==> config.mk <==
export PLATFORM = sky130hd
export DESIGN_NAME = am_dir_ctrl
export DESIGN_NICKNAME = d
export VERILOG_FILES = /design/src/rtl/am_dir_pkg.sv /design/src/rtl/am_line_eval.sv /design/src/rtl/am_low_pick.sv /design/src/rtl/am_dir_ctrl.sv
export SDC_FILE = /design/constraint.sdc
export NUM_CORES = 1
export LEC_CHECK = 0
export CAP_MARGIN = 20
export CORE_UTILIZATION = 48
export CTS_CLUSTER_SIZE = 8
export DETAILED_ROUTE_END_ITERATION = 16
export PLACE_DENSITY = 0.81
export SYNTH_ARGS = -nofsm -noshare
export SYNTH_HDL_FRONTEND = slang
export SYNTH_HIERARCHICAL = 1
export SYNTH_SLANG_ARGS = --single-unit
==> constraint.sdc <==
create_clock -name clk -period 3.5 [get_ports clk]
set_clock_uncertainty 0.1 [all_clocks]
set_input_delay 0.875 -clock clk [delete_from_list [all_inputs] [get_ports clk]]
set_output_delay 0.875 -clock clk [all_outputs]
set_load 0.05 [all_outputs]
==> src/rtl/am_dir_pkg.sv <==
package am_dir_pkg;

    typedef enum logic [2:0] {
        ST_IDLE,
        ST_READ_DIR,
        ST_CHECK_AM,
        ST_SCAN_MAPPED,
        ST_WAIT_REPLY,
        ST_SEND_DATA,
        ST_UPDATE_AM
    } ctrl_state_t;

    typedef enum logic [1:0] {
        PH_RD,
        PH_EVAL,
        PH_MSG
    } scan_phase_t;

    localparam logic MSG_INTERVENE  = 1'b0;
    localparam logic MSG_INVALIDATE = 1'b1;

endpackage

==> src/rtl/am_line_eval.sv <==
// Decides which coherence messages one line needs, from its sharer field
// and dirty bit. Aliased lines are always emptied; the requested line follows
// the base read/write protocol.
module am_line_eval #(
    parameter int NPROC = 4,
    parameter int PID_W = 2
) (
    input  logic [NPROC:0]   state_bits,
    input  logic             is_alias,
    input  logic             is_write,
    input  logic [PID_W-1:0] src,
    output logic             need_ivn,
    output logic [PID_W-1:0] owner,
    output logic [NPROC-1:0] inv_mask
);
    logic             dirty;
    logic [NPROC-1:0] shr;
    logic [NPROC-1:0] src_1h;

    assign dirty  = state_bits[NPROC];
    assign shr    = state_bits[NPROC-1:0];
    assign owner  = state_bits[PID_W-1:0];
    assign src_1h = NPROC'(1) << src;

    always_comb begin
        need_ivn = dirty && (is_alias || (owner != src));
        inv_mask = '0;
        if (!dirty) begin
            if (is_alias)
                inv_mask = shr;
            else if (is_write)
                inv_mask = shr & ~src_1h;
        end
    end
endmodule

==> src/rtl/am_low_pick.sv <==
// Lowest-set-bit picker: gives ascending processor order for invalidations.
module am_low_pick #(
    parameter int N   = 4,
    parameter int IW  = 2
) (
    input  logic [N-1:0]  mask,
    output logic [N-1:0]  first,
    output logic [IW-1:0] first_idx
);
    logic [N:0] seen;
    assign seen[0] = 1'b0;

    for (genvar g = 0; g < N; g++) begin : g_chain
        assign seen[g+1] = seen[g] | mask[g];
        assign first[g]  = mask[g] & ~seen[g];
    end

    always_comb begin
        first_idx = '0;
        for (int i = 0; i < N; i++) begin
            if (first[i])
                first_idx = IW'(i);
        end
    end
endmodule

==> src/rtl/am_dir_ctrl.sv <==
module am_dir_ctrl
    import am_dir_pkg::*;
#(
    parameter int NPROC  = 4,
    parameter int ADDR_W = 16,
    parameter int NMAP   = 16,
    localparam int PID_W = $clog2(NPROC),
    localparam int IDX_W = $clog2(NMAP),
    localparam int CNT_W = $clog2(NMAP + 1),
    localparam int EW    = NPROC + 4
) (
    input  logic              clk,
    input  logic              rst_n,
    input  logic              req_valid,
    input  logic [ADDR_W-1:0] req_addr,
    input  logic [PID_W-1:0]  req_src,
    input  logic              req_write,
    input  logic [CNT_W-1:0]  map_count,
    output logic              busy,
    output logic [IDX_W-1:0]  map_idx,
    input  logic [ADDR_W-1:0] map_addr,
    output logic              dir_en,
    output logic              dir_we,
    output logic [ADDR_W-1:0] dir_addr,
    output logic [EW-1:0]     dir_wdata,
    input  logic [EW-1:0]     dir_rdata,
    output logic              msg_valid,
    input  logic              msg_ready,
    output logic              msg_type,
    output logic [PID_W-1:0]  msg_target,
    output logic [ADDR_W-1:0] msg_addr,
    input  logic              ivn_ack,
    output logic              wb_valid,
    output logic [ADDR_W-1:0] wb_addr,
    output logic              grant_valid,
    output logic [PID_W-1:0]  grant_dest,
    output logic              grant_excl
);
    localparam int DIRTY_B = NPROC;
    localparam int FLAG_B  = NPROC + 1;
    localparam logic [EW-1:0] ALIAS_PARKED = EW'(1) << FLAG_B;

    ctrl_state_t       state;
    scan_phase_t       phase;
    logic [CNT_W-1:0]  idx;
    logic [CNT_W-1:0]  cnt;
    logic [ADDR_W-1:0] rq_addr;
    logic [PID_W-1:0]  rq_src;
    logic              rq_write;
    logic [EW-1:0]     rq_entry;
    logic [ADDR_W-1:0] cur_addr;
    logic              cur_is_req;
    logic              ivn_pend;
    logic [PID_W-1:0]  ivn_owner;
    logic [NPROC-1:0]  inv_mask;

    // line evaluation
    logic [NPROC:0]    ev_bits;
    logic              ev_need_ivn;
    logic [PID_W-1:0]  ev_owner;
    logic [NPROC-1:0]  ev_inv;
    logic [NPROC-1:0]  pick_1h;
    logic [PID_W-1:0]  pick_id;
    logic [EW-1:0]     fin_entry;
    logic [NPROC-1:0]  src_1h;
    logic              upd_alias;

    assign ev_bits = cur_is_req ? rq_entry[NPROC:0] : dir_rdata[NPROC:0];

    am_line_eval #(.NPROC(NPROC), .PID_W(PID_W)) u_eval (
        .state_bits (ev_bits),
        .is_alias   (!cur_is_req),
        .is_write   (rq_write),
        .src        (rq_src),
        .need_ivn   (ev_need_ivn),
        .owner      (ev_owner),
        .inv_mask   (ev_inv)
    );

    am_low_pick #(.N(NPROC), .IW(PID_W)) u_pick (
        .mask      (inv_mask),
        .first     (pick_1h),
        .first_idx (pick_id)
    );

    assign src_1h    = NPROC'(1) << rq_src;
    assign upd_alias = (idx < cnt);

    // final state of the requested line, alias flag cleared
    always_comb begin
        fin_entry = '0;
        fin_entry[EW-1:NPROC+2] = rq_entry[EW-1:NPROC+2];
        if (rq_write) begin
            fin_entry[DIRTY_B]   = 1'b1;
            fin_entry[PID_W-1:0] = rq_src;
        end else if (rq_entry[DIRTY_B]) begin
            fin_entry[NPROC-1:0] = (NPROC'(1) << rq_entry[PID_W-1:0]) | src_1h;
        end else begin
            fin_entry[NPROC-1:0] = rq_entry[NPROC-1:0] | src_1h;
        end
    end

    // state register and request context
    always_ff @(posedge clk or negedge rst_n) begin
        if (!rst_n) begin
            state      <= ST_IDLE;
            phase      <= PH_RD;
            idx        <= '0;
            cnt        <= '0;
            rq_addr    <= '0;
            rq_src     <= '0;
            rq_write   <= 1'b0;
            rq_entry   <= '0;
            cur_addr   <= '0;
            cur_is_req <= 1'b0;
            ivn_pend   <= 1'b0;
            ivn_owner  <= '0;
            inv_mask   <= '0;
        end else begin
            unique case (state)
                ST_IDLE: begin
                    if (req_valid) begin
                        rq_addr  <= req_addr;
                        rq_src   <= req_src;
                        rq_write <= req_write;
                        cnt      <= (map_count > CNT_W'(NMAP)) ? CNT_W'(NMAP) : map_count;
                        state    <= ST_READ_DIR;
                    end
                end
                ST_READ_DIR: state <= ST_CHECK_AM;
                ST_CHECK_AM: begin
                    rq_entry <= dir_rdata;
                    idx      <= '0;
                    if (dir_rdata[FLAG_B] && (cnt != '0)) begin
                        cur_is_req <= 1'b0;
                        phase      <= PH_RD;
                    end else begin
                        cur_is_req <= 1'b1;
                        cur_addr   <= rq_addr;
                        phase      <= PH_EVAL;
                    end
                    state <= ST_SCAN_MAPPED;
                end
                ST_SCAN_MAPPED: begin
                    unique case (phase)
                        PH_RD: begin
                            cur_addr <= map_addr;
                            phase    <= PH_EVAL;
                        end
                        PH_EVAL: begin
                            ivn_pend  <= ev_need_ivn;
                            ivn_owner <= ev_owner;
                            inv_mask  <= ev_inv;
                            phase     <= PH_MSG;
                        end
                        default: begin
                            if (ivn_pend) begin
                                if (msg_ready)
                                    state <= ST_WAIT_REPLY;
                            end else if (inv_mask != '0) begin
                                if (msg_ready)
                                    inv_mask <= inv_mask & ~pick_1h;
                            end else if (cur_is_req) begin
                                state <= ST_SEND_DATA;
                            end else if (CNT_W'(idx + 1'b1) == cnt) begin
                                cur_is_req <= 1'b1;
                                cur_addr   <= rq_addr;
                                phase      <= PH_EVAL;
                            end else begin
                                idx   <= CNT_W'(idx + 1'b1);
                                phase <= PH_RD;
                            end
                        end
                    endcase
                end
                ST_WAIT_REPLY: begin
                    if (ivn_ack) begin
                        ivn_pend <= 1'b0;
                        state    <= ST_SCAN_MAPPED;
                    end
                end
                ST_SEND_DATA: begin
                    idx   <= '0;
                    state <= ST_UPDATE_AM;
                end
                ST_UPDATE_AM: begin
                    if (upd_alias)
                        idx <= CNT_W'(idx + 1'b1);
                    else
                        state <= ST_IDLE;
                end
                default: state <= ST_IDLE;
            endcase
        end
    end

    // outputs decoded from state
    always_comb begin
        busy        = (state != ST_IDLE);
        map_idx     = idx[IDX_W-1:0];
        dir_en      = 1'b0;
        dir_we      = 1'b0;
        dir_addr    = rq_addr;
        dir_wdata   = '0;
        msg_valid   = 1'b0;
        msg_type    = MSG_INTERVENE;
        msg_target  = ivn_owner;
        msg_addr    = cur_addr;
        wb_valid    = 1'b0;
        wb_addr     = cur_addr;
        grant_valid = 1'b0;
        grant_dest  = rq_src;
        grant_excl  = rq_write;
        unique case (state)
            ST_IDLE, ST_CHECK_AM: ;
            ST_READ_DIR: dir_en = 1'b1;
            ST_SCAN_MAPPED: begin
                if (phase == PH_RD) begin
                    dir_en   = 1'b1;
                    dir_addr = map_addr;
                end else if (phase == PH_MSG) begin
                    msg_valid = ivn_pend || (inv_mask != '0);
                    if (!ivn_pend) begin
                        msg_type   = MSG_INVALIDATE;
                        msg_target = pick_id;
                    end
                end
            end
            ST_WAIT_REPLY: wb_valid = ivn_ack;
            ST_SEND_DATA:  grant_valid = 1'b1;
            ST_UPDATE_AM: begin
                dir_en = 1'b1;
                dir_we = 1'b1;
                if (upd_alias) begin
                    dir_addr  = map_addr;
                    dir_wdata = ALIAS_PARKED;
                end else begin
                    dir_wdata = fin_entry;
                end
            end
            default: ;
        endcase
    end
endmodule

* Yosys cells after proc, flatten, opt, wreduce, memory -nomap -nowiden
Index checks and enable logic that the tools add are counted.
** Storage, ports and cells
- Register bits :: 66
- Input bits :: 53
- Output and inout port bits :: 72
- Logic and storage cells :: 170
** Cells by class
- Add/subtract/negate cells :: 1
- $lt $le $gt $ge :: 2
- Eq/ne operators :: 33
- Shifts and indexed selects :: 2
- Muxes and demuxes :: 77
- Bitwise logic cells :: 15
- Reduce and logical (&&, ||, !) cells :: 27
** Operator list (number)
- 16-bit 2-to-1 mux :: 7
- 16-bit case mux with 2 select lines :: 3
- 5-bit 2-to-1 mux :: 8
- 4-bit 2-to-1 mux :: 7
- 3-bit 2-to-1 mux :: 8
- 1-bit 2-to-1 mux :: 23
- 2-bit 2-to-1 mux :: 11
- 2-bit != test, second input constant :: 11
- 3-bit != test, second input constant :: 7
- 3-bit case mux with 7 select lines :: 1
- 7-bit AND reduction :: 3
- 8-bit 2-to-1 mux :: 2
- 5-bit case mux with 3 select lines :: 1
- 4-bit by 3-bit != test with 1-bit output, second input constant :: 3
- 3-bit equality test, second input constant :: 3
- 4-bit AND :: 2
- 4-bit inverter :: 2
- 4-bit bitwise OR :: 2
- 2-bit case mux with 2 select lines :: 2
- 4-bit case mux with 2 select lines :: 1
- 4-bit AND reduction :: 2
- 2-bit nonzero test :: 4
- 1-bit by 2-bit << shifter with 4-bit output, first input constant :: 2
- 3-bit by 2-bit equality test with 1-bit output, second input constant :: 2
- 25 further kinds :: 40

* Longest topological paths before layout
- Word-level depth :: 10
- Depth in mapped cells :: 9
- Depth with buffers taken out :: 8

* Hierarchy
Netlist, hierarchy kept.
** Modules (own cells, without submodules)
- am_dir_ctrl :: times used 1, cells an instance 407, area each 3958.8 um^2
- am_line_eval :: times used 1, cells an instance 17, area each 113.9 um^2
- am_low_pick :: times used 1, cells an instance 9, area each 63.8 um^2

* Worst setup path after synthesis
Ideal clock, no wire load.
- Path kind :: register -> output
- Start :: register idx[1]
- End :: output dir_wdata[5]
- Data arrival time :: 2423 ps
- Slack :: 102 ps
- Stages on the path, launching flop included :: 6
- Path through :: dfrtp_1 ha_1 nor2b_1 o31ai_1 nand2b_1 a211oi_1
** Between the ends
- Word-level cells in the longest chain between the ends :: 3
** Ends and longest elaborated chain
- start: declaration :: RTL line am_dir_ctrl.sv:45 : logic [CNT_W-1:0] idx;
- start signal: assignment :: RTL line am_dir_ctrl.sv:170 : idx <= CNT_W'(idx + 1'b1);
- start signal: assignment :: RTL line am_dir_ctrl.sv:188 : idx <= CNT_W'(idx + 1'b1);
- 5-bit < comparator :: RTL line am_dir_ctrl.sv:87 : assign upd_alias = (idx < cnt);
- 8-bit 2-to-1 mux :: RTL line am_dir_ctrl.sv:234 : if (upd_alias) begin
- 8-bit 2-to-1 mux :: RTL line am_dir_ctrl.sv:214 : unique case (state)
- end: declaration :: RTL line am_dir_ctrl.sv:25 : output logic [EW-1:0] dir_wdata,
Every way passes these cells.

* Worst setup path in the final report
- Start :: register idx[1]
- End :: output dir_addr[3]
** Between the ends
- Word-level cells in the longest chain between the ends :: 3
** Ends and longest elaborated chain
- 5-bit < comparator :: RTL line am_dir_ctrl.sv:87
- 16-bit 2-to-1 mux :: RTL line am_dir_ctrl.sv:234
- 16-bit case mux with 2 select lines :: RTL line am_dir_ctrl.sv:214
- end: declaration :: RTL line am_dir_ctrl.sv:24 : output logic [ADDR_W-1:0] dir_addr,
Every way passes these cells.

==> results.txt <==
- Total vias in the final route: 3671
- CTS built an H-tree with a depth of 3.
* RSZ-0062 raised after global routing: true
- The run finished with clean final reports.
- Share of flip-flops with an asynchronous set or reset after synthesis: 100%
- Data on the critical path is required at its endpoint by 2520 ps.
- Total length of routed met3 wires: 685 um
* Worst hold path depth: 1
- For this run, the detailed router's first-pass iteration total came to 4.
* Starting density of the core: 50.1%
- The tree built by TritonCTS fans out to 65 sinks.
* Path depth of the worst reg2reg path: 7
* Sum of routed wire length over all layers: 10.9 mm
- Sequential element share of the synthesized area: 39.3%
- Later-pin clock latency in the skew report: 340 ps
* Hold Path Class: reg -> reg
- A synthesized cell averages 9.55 um^2.
- Area growth from synthesis to final layout: 40.4%
- The HPWL after detailed placement is 7.83 mm.
- Dividing the detail-routed via count by the number of cells gives 5.68.
* Leading cell type in the layout, fill and taps excluded: sky130_fd_sc_hd__clkdlybuf4s50_1
- The critical path is of the reg -> out type.
* Wire length per cell after detailed routing: 16.8 um
* Setup Slack @ Placement: 323 ps
* Max Fclk: 0.292 GHz
- Number of buffers inserted during clock tree synthesis: 9
- Area of all sequential standard cells: 0.00163 mm^2
* Largest fanout on the critical path: 17
- Clock tree synthesis selected as its root buffer the cell sky130_fd_sc_hd__clkbuf_8.
* Max-slew headroom: 44.0%
- Max-capacitance violation count: 0
- Slew @ Worst Pin: 834 ps
- The worst path in the final design needs a cycle of 3430 ps, including I/O delays and setup.
- The synthesized netlist devotes 12.9% of its cell area to compound gates.
* DR WL met2: 5.45 mm
- The highest layer touched by signal routing is met4.
* Share of cells above drive strength 1: 25.3%
* Combined area of the multi-input logic cells: 0.00219 mm^2
- DRT met1 WL: 4.57 mm
* Syn Nets: 492
- Entering global routing, the biggest net connects 35 pins.
- After detailed routing, the number of remaining DRC violations is 0.
* DIE WIDTH: 94.8 um
* Die Outline Area: 0.00899 mm^2
* Arithmetic-cell share of the synthesized area counting full adders, half adders and majority gates: 1.81%
- Data arrives at the worst endpoint at 2450 ps.
- Nets: 597
- Setup violations remaining at the end of the flow were counted as 0.
- The first routing iteration left 195 violations.
- The library cells used most frequently in the layout, excluding fill and tap cells, are 93 x sky130_fd_sc_hd__clkdlybuf4s50_1, 63 x sky130_fd_sc_hd__dfrtp_1, 57 x sky130_fd_sc_hd__mux2_2, 40 x sky130_fd_sc_hd__nand2_1, 40 x sky130_fd_sc_hd__o21ai_0.
- In this run, synthesis inferred 0 flip-flops with an integrated enable.
- After floorplanning, the core was sized to cover 0.00826 mm^2.
* Placement row count: 33
- Worst setup SP type: flop
- The via count of the first global-routing pass was 3613.
- Global routing used 25.2% of the available tracks across all layers.
* Post-synthesis share of cell area spent on xor and xnor gates: 1.48%
- Reg clk slew, reported paths: 70 ps
- Synth unique cells: 51
- Vertical die dimension: 94.8 um
* Portion of the clock cycle consumed by the worst path in the final layout: 97.9%
* Number of hold violations in the final report: 0
* Portion of netlist area occupied by mux cells: 18.8%
* Primary flip-flop cell chosen by synthesis mapping: sky130_fd_sc_hd__dfrtp_1
- Yosys warnings: 6
* Boundary Pins: 125
- Endpoint type of the worst setup path: primary output
- Fill cell count: 625
- TritonCTS clock tree: built
* Gr ovfl total: 0
- Synthesis inferred 65 register bits.
* Gate count of the mapped netlist: 433
* Buffer depth of the longest clock path: 2
- Simple logic cell fraction of the synthesized area: 17.3%
- Antenna cells: 0
* Total count of max-transition violations in the final report: 0
* Count of antenna-violating nets left after detailed routing: 0
* GPL Wtd Cong: 0.836
* Cts hold-fix bufs: 0
- After synthesis, the largest family of logic cells by area is multiplexers.
- Initial antenna violation count: 0
* Post-layout worst setup margin: 72.9 ps
- The first global-routing pass estimated 17.5 mm of wire.
- The cell area that synthesis handed to floorplanning was 0.00414 mm^2.
* Count of port buffers added during placement: 124
-- sequential cells by signal, summed over array words and instances, names as in the netlist, 2 cells and up --
| name | count |
|---|---|
| rq_addr | 16 |
| phase | 2 |
| idx | 5 |
| cnt | 5 |
| rq_entry | 7 |
| inv_mask | 4 |
| msg_addr | 16 |
| grant_dest | 2 |
| state | 3 |
| ivn_owner | 2 |
-- per-stage QoR --
stage                     cells  setup TNS, ps  area, um^2  utilization (%)  hold WS, ps
after global placement      631              0        5590             67.7          381
after detailed placement    631              0        5590             67.7          389
after CTS                   645              0        5780             70.0          407
after floorplan             433              0        4140                -          367
after global routing        646          -54.9        5810             70.3          432
final                       646              0        5810             70.3          403
-- kinds of logic (layout without fill, tap and decap cells) --
family / count (synthesis) / after routing
flops: 65 / 65
simple gates: 139 / 139
compound gates: 88 / 88
fa+ha+maj: 6 / 6
xor+xnor: 7 / 7
buf+inv: 62 / 170
mux: 66 / 66
-- critical path, stage by stage (launching register included) --
cell                       delay, ps
sky130_fd_sc_hd__dfrtp_1         440
sky130_fd_sc_hd__ha_1            330
sky130_fd_sc_hd__nor2b_1         150
sky130_fd_sc_hd__o31ai_2         310
sky130_fd_sc_hd__a211oi_4        120
sky130_fd_sc_hd__buf_6           180
sky130_fd_sc_hd__o21ai_0         270
sky130_fd_sc_hd__nand2_1         150
sky130_fd_sc_hd__buf_12          170
-- synthesized netlist by cell type (2+ instances only) --
library cell               count  area share, %
sky130_fd_sc_hd__buf_4        23            4.2
sky130_fd_sc_hd__inv_1        19            1.7
sky130_fd_sc_hd__nand2b_1     11            1.7
sky130_fd_sc_hd__o21ai_0      41            5.0
sky130_fd_sc_hd__and2_1        4           0.60
sky130_fd_sc_hd__or3_1         4           0.60
sky130_fd_sc_hd__o32ai_1       2           0.42
sky130_fd_sc_hd__nor2_1       22            2.0
sky130_fd_sc_hd__nor3b_1       6            1.1
sky130_fd_sc_hd__clkbuf_1     12            1.1
sky130_fd_sc_hd__nor4b_1       2           0.42
sky130_fd_sc_hd__nor2b_1       7            1.1
sky130_fd_sc_hd__nand3_1      25            3.0
sky130_fd_sc_hd__xnor2_1       4           0.85
sky130_fd_sc_hd__o41ai_1       2           0.42
sky130_fd_sc_hd__buf_2         4           0.48
sky130_fd_sc_hd__o21a_1        3           0.54
sky130_fd_sc_hd__nand2_1      41            3.7
sky130_fd_sc_hd__nor3_1        6           0.73
sky130_fd_sc_hd__a21oi_1      15            1.8
sky130_fd_sc_hd__or4_1         2           0.36
sky130_fd_sc_hd__mux2_2       57             16
sky130_fd_sc_hd__mux2_4        9            3.3
sky130_fd_sc_hd__buf_6         3           0.82
sky130_fd_sc_hd__a211oi_1      2           0.36
sky130_fd_sc_hd__ha_1          6            1.8
sky130_fd_sc_hd__o31ai_1       4           0.73
sky130_fd_sc_hd__xor2_1        3           0.64
sky130_fd_sc_hd__a31oi_1       2           0.30
sky130_fd_sc_hd__o22ai_1       4           0.60
sky130_fd_sc_hd__a22o_1        4           0.85
sky130_fd_sc_hd__dfrtp_1      65             39
-- final timing paths --
path / start / to / slack (ps)
min in group asynchronous: rst_n / rq_addr[0] / 490
max in group asynchronous: rst_n / state[2] / 2120
setup / recovery: idx[1] / dir_addr[3] / 70
hold / removal: rq_entry[6] / rq_entry[6] / 400
setup reg to reg: idx[0] / idx[2] / 930
hold reg to reg: rq_entry[6] / rq_entry[6] / 400
-- per-layer routing --
| layer | up-vias | global-route usage [%] |
|---|---|---|
| met5 | - | 0 |
| met4 | 0 | 7.83 |
| met3 | 15 | 6.12 |
| met2 | 139 | 43.2 |
| met1 | 1798 | 31.3 |
| li1 | 1719 | - |
-- area by class of cell --
cell class	count	area share (%)
Multi-Input combinational cell	306	37.7
Sequential cell	65	28.1
Timing Repair Buffer	136	27.5
Clock buffer	11	2.44
Tap cell	105	2.26
Inverter	20	1.29
Clock inverter	3	0.733
-- what timing repair did --
item / CTS / global route
hold endpoints to repair: 0 / 0
pin swaps: 0 / 0
endpoints found under the setup margin: 3 / 22
buffers inserted: 0 / 1
gates resized for setup: 1 / 8
Power is left out: the tool's default activity adds up to more than one toggle a clock period on the data nets, which glitch-free logic cannot reach.
